[src/rtl/rob_mt_pkg.sv]
package rob_mt_pkg;
  typedef enum logic [1:0] {
    SHARE_DYN    = 2'd0,
    SHARE_PART   = 2'd1,
    SHARE_THRESH = 2'd2
  } share_e;

  typedef enum logic [1:0] {
    TS_IDLE   = 2'd0,
    TS_RUN    = 2'd1,
    TS_SQUASH = 2'd2
  } tstate_e;
endpackage

[src/rtl/rob_mt_limit.sv]
module rob_mt_limit
  import rob_mt_pkg::*;
#(
  parameter int     N_ENT      = 8,
  parameter int     N_THR      = 2,
  parameter share_e POLICY     = SHARE_PART,
  parameter int     THRESH_PCT = 50,
  localparam int    CW         = $clog2(N_ENT + 1)
) (
  input  logic                clk,
  input  logic                rst,
  input  logic [N_THR-1:0]    active_mask,
  output logic [N_THR*CW-1:0] cap_flat
);
  localparam int THR_CAP = (N_ENT * THRESH_PCT) / 100;
  localparam int AW      = $clog2(N_THR + 1);

  logic [AW-1:0] n_act;
  logic [CW-1:0] share;
  logic [CW-1:0] cap_q [N_THR];

  always_comb begin
    n_act = AW'($countones(active_mask));
    share = '0;
    case (POLICY)
      SHARE_DYN:    share = CW'(N_ENT);
      SHARE_THRESH: share = CW'(THR_CAP);
      default: begin
        for (int n = 1; n <= N_THR; n++)
          if (n_act == AW'(n)) share = CW'(N_ENT / n);
      end
    endcase
  end

  always_ff @(posedge clk) begin
    for (int t = 0; t < N_THR; t++) begin
      if (rst) cap_q[t] <= '0;
      else     cap_q[t] <= active_mask[t] ? share : '0;
    end
  end

  for (genvar t = 0; t < N_THR; t++) begin : g_out
    assign cap_flat[t*CW +: CW] = cap_q[t];
  end
endmodule

[src/rtl/rob_mt_ring.sv]
module rob_mt_ring
  import rob_mt_pkg::*;
#(
  parameter int  DEPTH = 8,
  parameter int  SEQ_W = 8,
  parameter int  TAG_W = 4,
  parameter int  SQW   = 2,
  localparam int PW    = $clog2(DEPTH),
  localparam int CW    = $clog2(DEPTH + 1)
) (
  input  logic             clk,
  input  logic             rst,
  input  logic             alloc_en,
  input  logic [SEQ_W-1:0] alloc_seq,
  input  logic [TAG_W-1:0] alloc_tag,
  input  logic             cmpl_en,
  input  logic [SEQ_W-1:0] cmpl_seq,
  input  logic             retire_en,
  input  logic             squash_en,
  input  logic [SEQ_W-1:0] squash_seq,
  input  logic [CW-1:0]    cap,
  output logic [CW-1:0]    cnt,
  output logic             room,
  output logic             head_valid,
  output logic             head_ready,
  output logic [SEQ_W-1:0] head_seq,
  output logic [TAG_W-1:0] head_tag,
  output logic [1:0]       state,
  output logic             sq_done
);
  // Storage written only at allocation, so it maps onto RAM
  logic [SEQ_W-1:0] seq_mem [DEPTH];
  logic [TAG_W-1:0] tag_mem [DEPTH];

  logic [DEPTH-1:0] rdy_q, sqd_q, live, mark, cmpl_hit;
  logic [PW-1:0]    head_q, tail_q, walk_q;
  logic [CW-1:0]    cnt_q, left_q, nsq_q, step;
  logic [SEQ_W-1:0] sq_seq_q;
  logic             busy_q, stop, walk_fin, head_ok, do_ret;

  function automatic logic is_younger(input logic [SEQ_W-1:0] s,
                                      input logic [SEQ_W-1:0] ref_s);
    logic [SEQ_W-1:0] d;
    d = s - ref_s;
    return (d != '0) && !d[SEQ_W-1];
  endfunction

  always_comb begin
    for (int i = 0; i < DEPTH; i++) begin
      live[i]     = CW'(PW'(PW'(i) - head_q)) < cnt_q;
      cmpl_hit[i] = cmpl_en && live[i] && !sqd_q[i] && (seq_mem[i] == cmpl_seq);
    end
  end

  // Backward walk: up to SQW entries per cycle, stops at first older entry
  always_comb begin
    mark = '0;
    step = '0;
    stop = 1'b0;
    for (int k = 0; k < SQW; k++) begin
      if (!stop && (CW'(k) < left_q) &&
          is_younger(seq_mem[walk_q - PW'(k)], sq_seq_q)) begin
        mark[walk_q - PW'(k)] = 1'b1;
        step = step + CW'(1);
      end else begin
        stop = 1'b1;
      end
    end
    walk_fin = stop || (left_q == step);
  end

  assign head_ok = (cnt_q != '0) && rdy_q[head_q] && !sqd_q[head_q];
  assign do_ret  = retire_en && head_ok && !busy_q && !squash_en;

  always_ff @(posedge clk) begin
    if (alloc_en) begin
      seq_mem[tail_q] <= alloc_seq;
      tag_mem[tail_q] <= alloc_tag;
    end
  end

  always_ff @(posedge clk) begin
    if (rst) begin
      head_q   <= '0;
      tail_q   <= '0;
      walk_q   <= '0;
      cnt_q    <= '0;
      left_q   <= '0;
      nsq_q    <= '0;
      sq_seq_q <= '0;
      busy_q   <= 1'b0;
      rdy_q    <= '0;
      sqd_q    <= '0;
    end else begin
      rdy_q <= rdy_q | cmpl_hit;
      if (busy_q) begin
        sqd_q  <= sqd_q | mark;
        walk_q <= walk_q - PW'(step);
        left_q <= left_q - step;
        if (walk_fin) begin
          busy_q <= 1'b0;
          nsq_q  <= '0;
          cnt_q  <= cnt_q - (nsq_q + step);
          tail_q <= tail_q - PW'(nsq_q + step);
        end else begin
          nsq_q <= nsq_q + step;
        end
      end else if (squash_en) begin
        busy_q   <= 1'b1;
        sq_seq_q <= squash_seq;
        walk_q   <= tail_q - PW'(1);
        left_q   <= cnt_q;
        nsq_q    <= '0;
      end else begin
        if (alloc_en) begin
          tail_q         <= tail_q + PW'(1);
          rdy_q[tail_q]  <= 1'b0;
          sqd_q[tail_q]  <= 1'b0;
        end
        if (do_ret) head_q <= head_q + PW'(1);
        cnt_q <= cnt_q + CW'(alloc_en) - CW'(do_ret);
      end
    end
  end

  assign cnt        = cnt_q;
  assign room       = !busy_q && (cnt_q < cap);
  assign head_valid = cnt_q != '0;
  assign head_ready = head_ok && !busy_q;
  assign head_seq   = seq_mem[head_q];
  assign head_tag   = tag_mem[head_q];
  assign sq_done    = !busy_q;
  assign state      = busy_q ? TS_SQUASH : ((cnt_q == '0) ? TS_IDLE : TS_RUN);
endmodule

[src/rtl/rob_mt.sv]
module rob_mt
  import rob_mt_pkg::*;
#(
  parameter int     N_ENT      = 8,
  parameter int     N_THR      = 2,
  parameter int     SEQ_W      = 8,
  parameter int     TAG_W      = 4,
  parameter int     SQ_W       = 2,
  parameter share_e POLICY     = SHARE_PART,
  parameter int     THRESH_PCT = 50,
  localparam int    CW         = $clog2(N_ENT + 1),
  localparam int    TW         = (N_THR > 1) ? $clog2(N_THR) : 1
) (
  input  logic                   clk,
  input  logic                   rst,
  input  logic [N_THR-1:0]       active_mask,
  input  logic                   alloc_valid,
  input  logic [TW-1:0]          alloc_tid,
  input  logic [SEQ_W-1:0]       alloc_seq,
  input  logic [TAG_W-1:0]       alloc_tag,
  input  logic                   cmpl_valid,
  input  logic [TW-1:0]          cmpl_tid,
  input  logic [SEQ_W-1:0]       cmpl_seq,
  input  logic [N_THR-1:0]       retire_req,
  input  logic                   squash_valid,
  input  logic [TW-1:0]          squash_tid,
  input  logic [SEQ_W-1:0]       squash_seq,
  output logic [N_THR-1:0]       head_valid,
  output logic [N_THR-1:0]       head_ready,
  output logic [N_THR*SEQ_W-1:0] head_seq,
  output logic [N_THR*TAG_W-1:0] head_tag,
  output logic                   can_commit,
  output logic [2*N_THR-1:0]     thread_state,
  output logic [N_THR-1:0]       sq_done,
  output logic                   all_sq_done,
  output logic [CW-1:0]          free_total,
  output logic [N_THR*CW-1:0]    free_thread,
  output logic                   full,
  output logic                   empty,
  output logic                   alloc_err
);
  logic [N_THR*CW-1:0] cap_flat;
  logic [CW-1:0]       cnt_a [N_THR];
  logic [N_THR-1:0]    room, alloc_go;
  logic [CW-1:0]       total;

  rob_mt_limit #(
    .N_ENT(N_ENT), .N_THR(N_THR), .POLICY(POLICY), .THRESH_PCT(THRESH_PCT)
  ) u_limit (
    .clk(clk), .rst(rst), .active_mask(active_mask), .cap_flat(cap_flat)
  );

  always_comb begin
    total = '0;
    for (int t = 0; t < N_THR; t++) total = total + cnt_a[t];
  end

  for (genvar t = 0; t < N_THR; t++) begin : g_thr
    logic sq_hit;
    assign sq_hit      = squash_valid && (squash_tid == TW'(t));
    assign alloc_go[t] = alloc_valid && (alloc_tid == TW'(t)) && room[t] &&
                         (total < CW'(N_ENT)) && !sq_hit;

    rob_mt_ring #(
      .DEPTH(N_ENT), .SEQ_W(SEQ_W), .TAG_W(TAG_W), .SQW(SQ_W)
    ) u_ring (
      .clk       (clk),
      .rst       (rst),
      .alloc_en  (alloc_go[t]),
      .alloc_seq (alloc_seq),
      .alloc_tag (alloc_tag),
      .cmpl_en   (cmpl_valid && (cmpl_tid == TW'(t))),
      .cmpl_seq  (cmpl_seq),
      .retire_en (retire_req[t]),
      .squash_en (sq_hit),
      .squash_seq(squash_seq),
      .cap       (cap_flat[t*CW +: CW]),
      .cnt       (cnt_a[t]),
      .room      (room[t]),
      .head_valid(head_valid[t]),
      .head_ready(head_ready[t]),
      .head_seq  (head_seq[t*SEQ_W +: SEQ_W]),
      .head_tag  (head_tag[t*TAG_W +: TAG_W]),
      .state     (thread_state[2*t +: 2]),
      .sq_done   (sq_done[t])
    );

    assign free_thread[t*CW +: CW] = (cap_flat[t*CW +: CW] > cnt_a[t]) ?
                                     (cap_flat[t*CW +: CW] - cnt_a[t]) : '0;
  end

  always_ff @(posedge clk) begin
    if (rst) alloc_err <= 1'b0;
    else     alloc_err <= alloc_valid && (alloc_go == '0);
  end

  assign can_commit  = |(head_ready & active_mask);
  assign all_sq_done = &sq_done;
  assign free_total  = CW'(N_ENT) - total;
  assign full        = (total == CW'(N_ENT));
  assign empty       = (total == '0);
endmodule

[config.mk]
export PLATFORM = sky130hd
export DESIGN_NAME = rob_mt
export DESIGN_NICKNAME = d
export VERILOG_FILES = /design/src/rtl/rob_mt_pkg.sv /design/src/rtl/rob_mt_limit.sv /design/src/rtl/rob_mt_ring.sv /design/src/rtl/rob_mt.sv
export SDC_FILE = /design/constraint.sdc
export NUM_CORES = 1
export LEC_CHECK = 0
export CORE_ASPECT_RATIO = 0.7
export CORE_MARGIN = 4
export CORE_UTILIZATION = 30
export DETAILED_ROUTE_END_ITERATION = 16
export DONT_BUFFER_PORTS = 1
export PLACE_DENSITY = 0.47
export SETUP_SLACK_MARGIN = 0.05
export SLEW_MARGIN = 25
export SYNTH_ARGS = -nofsm -noshare
export SYNTH_HDL_FRONTEND = slang
export SYNTH_HIERARCHICAL = 1
export SYNTH_SLANG_ARGS = --single-unit
[constraint.sdc]
create_clock -name clk -period 14.95 [get_ports clk]
set_input_delay 1.495 -clock clk [delete_from_list [all_inputs] [get_ports clk]]
set_output_delay 1.495 -clock clk [all_outputs]
set_load 0.005 [all_outputs]
==> results.sh <==
export IMPL_status="finished clean"
export IMPL_grtUsageMet3=0.0754
export IMPL_fin_crit_sh=0.527
export IMPL_p_sw_frac=0.318
export IMPL_num_vias=13756
export IMPL_numCtsBuffers=34
export IMPL_slew_headroom=0.277
export IMPL_finalCriticalPeriod_ns=7.88
export IMPL_grt_overflow_total=0
export IMPL_reg2reg_to="g_thr[0].u_ring/cnt[3]"
export IMPL_clock_sinks=301
export IMPL_p_int_mw=1.65
export IMPL_pre_cts_slack_ns=7.02
export IMPL_grt_max_degree=100
export IMPL_power_switching_mw=0.768
export IMPL_grt_use_met1=0.276
export IMPL_leakagePower_nw=7.12
export IMPL_critPathMaxStageDelay_ns=0.77
export IMPL_max_cap_violations=0
export IMPL_start_kind="flop"
export IMPL_yosysSeqAreaShare=0.410
export IMPL_dr_pass1_iters=5
export IMPL_drive_above_1_share=0.145
export IMPL_maxSlewViolCount=0
export IMPL_clk_latency_ns=0.52
export IMPL_row_count=77
export IMPL_path_buf_inv=3
export IMPL_holdBufCountCts=0
export IMPL_fp_dieH_um=221
export IMPL_min_path_type="reg2reg"
export IMPL_final_common_cell="edfxtp_1"
export IMPL_critPathMaxFanout=23
export IMPL_grt_use_total=0.181
export IMPL_crit_end="g_thr[0].u_ring/cnt[3]"
export IMPL_tightestPinTransition_ns=1.08
export IMPL_fin_ws_ns=7.07
export IMPL_crit_path_start="g_thr[0].u_ring/walk_q[0]"
export IMPL_place_congestion=0.919
export IMPL_cts_tree="yes"
export IMPL_antenna_cells=0
export IMPL_post_cts_setup_buffer_count=0
export IMPL_grt_busiest_layer="met1"
export IMPL_synth_seq_cells=301
export IMPL_synth_edf_count=192
export IMPL_wl_um=63300
export IMPL_use_met2=0.235
export IMPL_setup_viol=0
export IMPL_fin_skew_ns=0.0247
export IMPL_viasPerCell=5.48
export IMPL_first_iter_violations=1656
export IMPL_critPathRequiredTime_ns=15.39
export IMPL_clk_path_buf_depth=3
export IMPL_r2r_cells=24
export IMPL_yosysTopAreaCell="edfxtp_1"
export IMPL_cts_root_buffer="clkbuf_16"
export IMPL_clkTransAtPathRegs_ns=0.06
export IMPL_crit_slowest_cell="dfxtp_1"
export IMPL_ys_async_sr_fraction=0
export IMPL_cp_cell_sequence="inv_1, ha_1, xnor2_4, mux4_2, mux2i_1, inv_1, ha_1, or2_2, o211ai_1, a22oi_1, xnor3_2, a2111oi_0, ha_1, ha_1, fa_1, inv_1, ha_1, nor2b_1, o21ai_0, a21oi_1, xnor2_1, nand2_1, a21o_1, a21oi_1"
export IMPL_htree_levels=2
export IMPL_syn_cell_area_um2=19400
export IMPL_clockPowerShare=0.335
export IMPL_fmax_mhz=127
export IMPL_fp_dieW_um=312
export IMPL_p_per_area_nw_per_um2=114
export IMPL_final_cell_mix="192 x edfxtp_1, 121 x inv_1, 114 x nand2_1"
export IMPL_drtAntennaViolNets=0
export IMPL_setup_worst_path_class="reg2reg"
export IMPL_hold_viol_final=0
export IMPL_area_growth_pct=9.28
export IMPL_antenna_found_initial=2
export IMPL_fin_nets=1821
export IMPL_worst_path_most_repeated_cell="ha_1"
export IMPL_drc_errors=0
export IMPL_coreArea_um2=63600
export IMPL_crit_family="adder cells"
export IMPL_grt_pass1_vias=13331
export IMPL_crit_path_end_kind="flop"
export IMPL_rsz0062_at_grt="false"
export IMPL_ys_flop_type="edfxtp_1"
export IMPL_cp_arrival_ns=8.33
export IMPL_grt_pass1_wl_um=92600
export IMPL_yosysWarnings=6
export IMPL_syn_inst=1704
export IMPL_cp_depth=24
export IMPL_syn_avg_cell_area_um2=11.4
export IMPL_ys_top_cells_by_area="edfxtp_1 30%, mux4_2 12%, dfxtp_1 11%"
export IMPL_ys_types=76
export IMPL_r2r_setup_slack_ns=7.07
export IMPL_io_pins=91
export IMPL_total_power_mw=2.42
export IMPL_setup_total_negative_slack_ns=0
export IMPL_pwr_share_comb=0.268
export IMPL_avgRoutedWirePerCell_um=25.2
export IMPL_synth_top_cell_area_share=0.297
export IMPL_seqPwrFrac=0.397
export IMPL_initial_core_util=0.305
export IMPL_io_buffers=0
export IMPL_dp_hpwl_um=46500
export IMPL_r2r_start="g_thr[0].u_ring/walk_q[0]"
export IMPL_die_area_um2=68800
export IMPL_cts_resized_gates=0
export IMPL_vdd_ir_drop_max_v=0.0000582
==> worst reg2reg max path, stage by stage (launching register included) <==
cell and delay (ns):
dfxtp_1 0.77, inv_1 0.52, ha_1 0.45, xnor2_4 0.66, mux4_2 0.61, mux2i_1 0.42
inv_1 0.10, ha_1 0.19, or2_2 0.28, o211ai_1 0.23, a22oi_1 0.13, xnor3_2 0.46
a2111oi_0 0.42, ha_1 0.38, ha_1 0.25, fa_1 0.60, inv_1 0.07, ha_1 0.27
nor2b_1 0.16, o21ai_0 0.10, a21oi_1 0.21, xnor2_1 0.17, nand2_1 0.08, a21o_1 0.19
a21oi_1 0.12
==> sequential cells by signal, summed over array words and instances, names as in the netlist, named ones only <==
name and cells:
g_thr.u_ring/sqd_q 16, g_thr.u_ring/cnt 8, g_thr.u_ring/rdy_q 16, alloc_err 1, g_thr.u_ring/head_q 6, g_thr.u_ring/nsq_q 8, u_limit/cap_q 4, g_thr.u_ring/walk_q 6
g_thr.u_ring/left_q 8, g_thr.u_ring/tag_mem 64, g_thr.u_ring/busy_q 2, g_thr.u_ring/tail_q 6, g_thr.u_ring/sq_seq_q 16, g_thr.u_ring/seq_mem 128
==> area by class of cell <==
cell class,instances,area (um2)
Fill cell,6339,42400
Multi-Input combinational cell,1186,10600
Sequential cell,301,7960
Tap cell,829,1040
Clock buffer,41,930
Inverter,122,458
Clock inverter,19,133
Timing Repair Buffer,10,75.1
==> power groups by stage <==
stage                     registers (mW)  clock network, mW  logic (mW)
final                              0.958              0.810       0.648
after global routing               0.961              0.868       0.722
after CTS                          0.957              0.833       0.644
after detailed placement           0.975                  0       0.640
after global placement             0.975                  0       0.632
after floorplan                    0.942                  0       0.521
==> how the worst min path moves through the flow <==
stage,from,slack (ns),to,depth (start not counted)
after global routing,g_thr[0].u_ring/rdy_q[0],0.48,g_thr[0].u_ring/rdy_q[0],1
after detailed placement,g_thr[1].u_ring/sq_seq_q[5],0.45,g_thr[1].u_ring/sq_seq_q[5],2
final,g_thr[0].u_ring/sq_seq_q[5],0.47,g_thr[0].u_ring/sq_seq_q[5],2
after CTS,g_thr[1].u_ring/sq_seq_q[5],0.46,g_thr[1].u_ring/sq_seq_q[5],2
after global placement,g_thr[0].u_ring/sq_seq_q[2],0.45,g_thr[0].u_ring/sq_seq_q[2],2
after floorplan,g_thr[0].u_ring/rdy_q[0],0.44,g_thr[0].u_ring/rdy_q[0],1
==> cell families (layout without fill, tap and decap cells) <==
logic type | count (synthesis) | after routing | share of synthesized area
and+or+nand+nor | 407 | 407 | 0.105
buffers and inverters | 220 | 192 | 0.0456
adders and majority gates | 126 | 126 | 0.0887
DFF | 301 | 301 | 0.410
other | 1 | 4 | 0.000193
xor gates and xnor gates | 182 | 182 | 0.0855
muxes | 175 | 175 | 0.162
AOI/OAI and AO/OA | 292 | 292 | 0.103
==> metrics by stage <==
step                 util  hold slack (ns)  area, um2  instances
finish              0.333            0.467      21200       2508
global route        0.333            0.480      21200       2508
CTS                 0.333            0.461      21200       2508
detailed placement  0.316            0.447      20100       2448
global placement    0.316            0.446      20100       2448
floorplan               -            0.436      19400       1707
==> per-layer routing <==
metal / part of all wire / wire (um)
met4: 0.017 / 1090
met2: 0.38 / 23800
met3: 0.12 / 7790
met5: 0.00039 / 25
met1: 0.48 / 30600
==> cells in the mapped netlist (26+ instances only) <==
| master | count |
|---|---|
| nor4_1 | 26 |
| xor2_1 | 94 |
| nor3_1 | 26 |
| nor2_1 | 101 |
| xnor2_1 | 82 |
| mux4_2 | 107 |
| clkbuf_1 | 58 |
| dfxtp_1 | 109 |
| inv_1 | 121 |
| edfxtp_1 | 192 |
| ha_1 | 107 |
| a21oi_1 | 106 |
| o21ai_0 | 44 |
| nand2_1 | 114 |
| mux2_2 | 45 |
(Power assumes the default switching activity.)
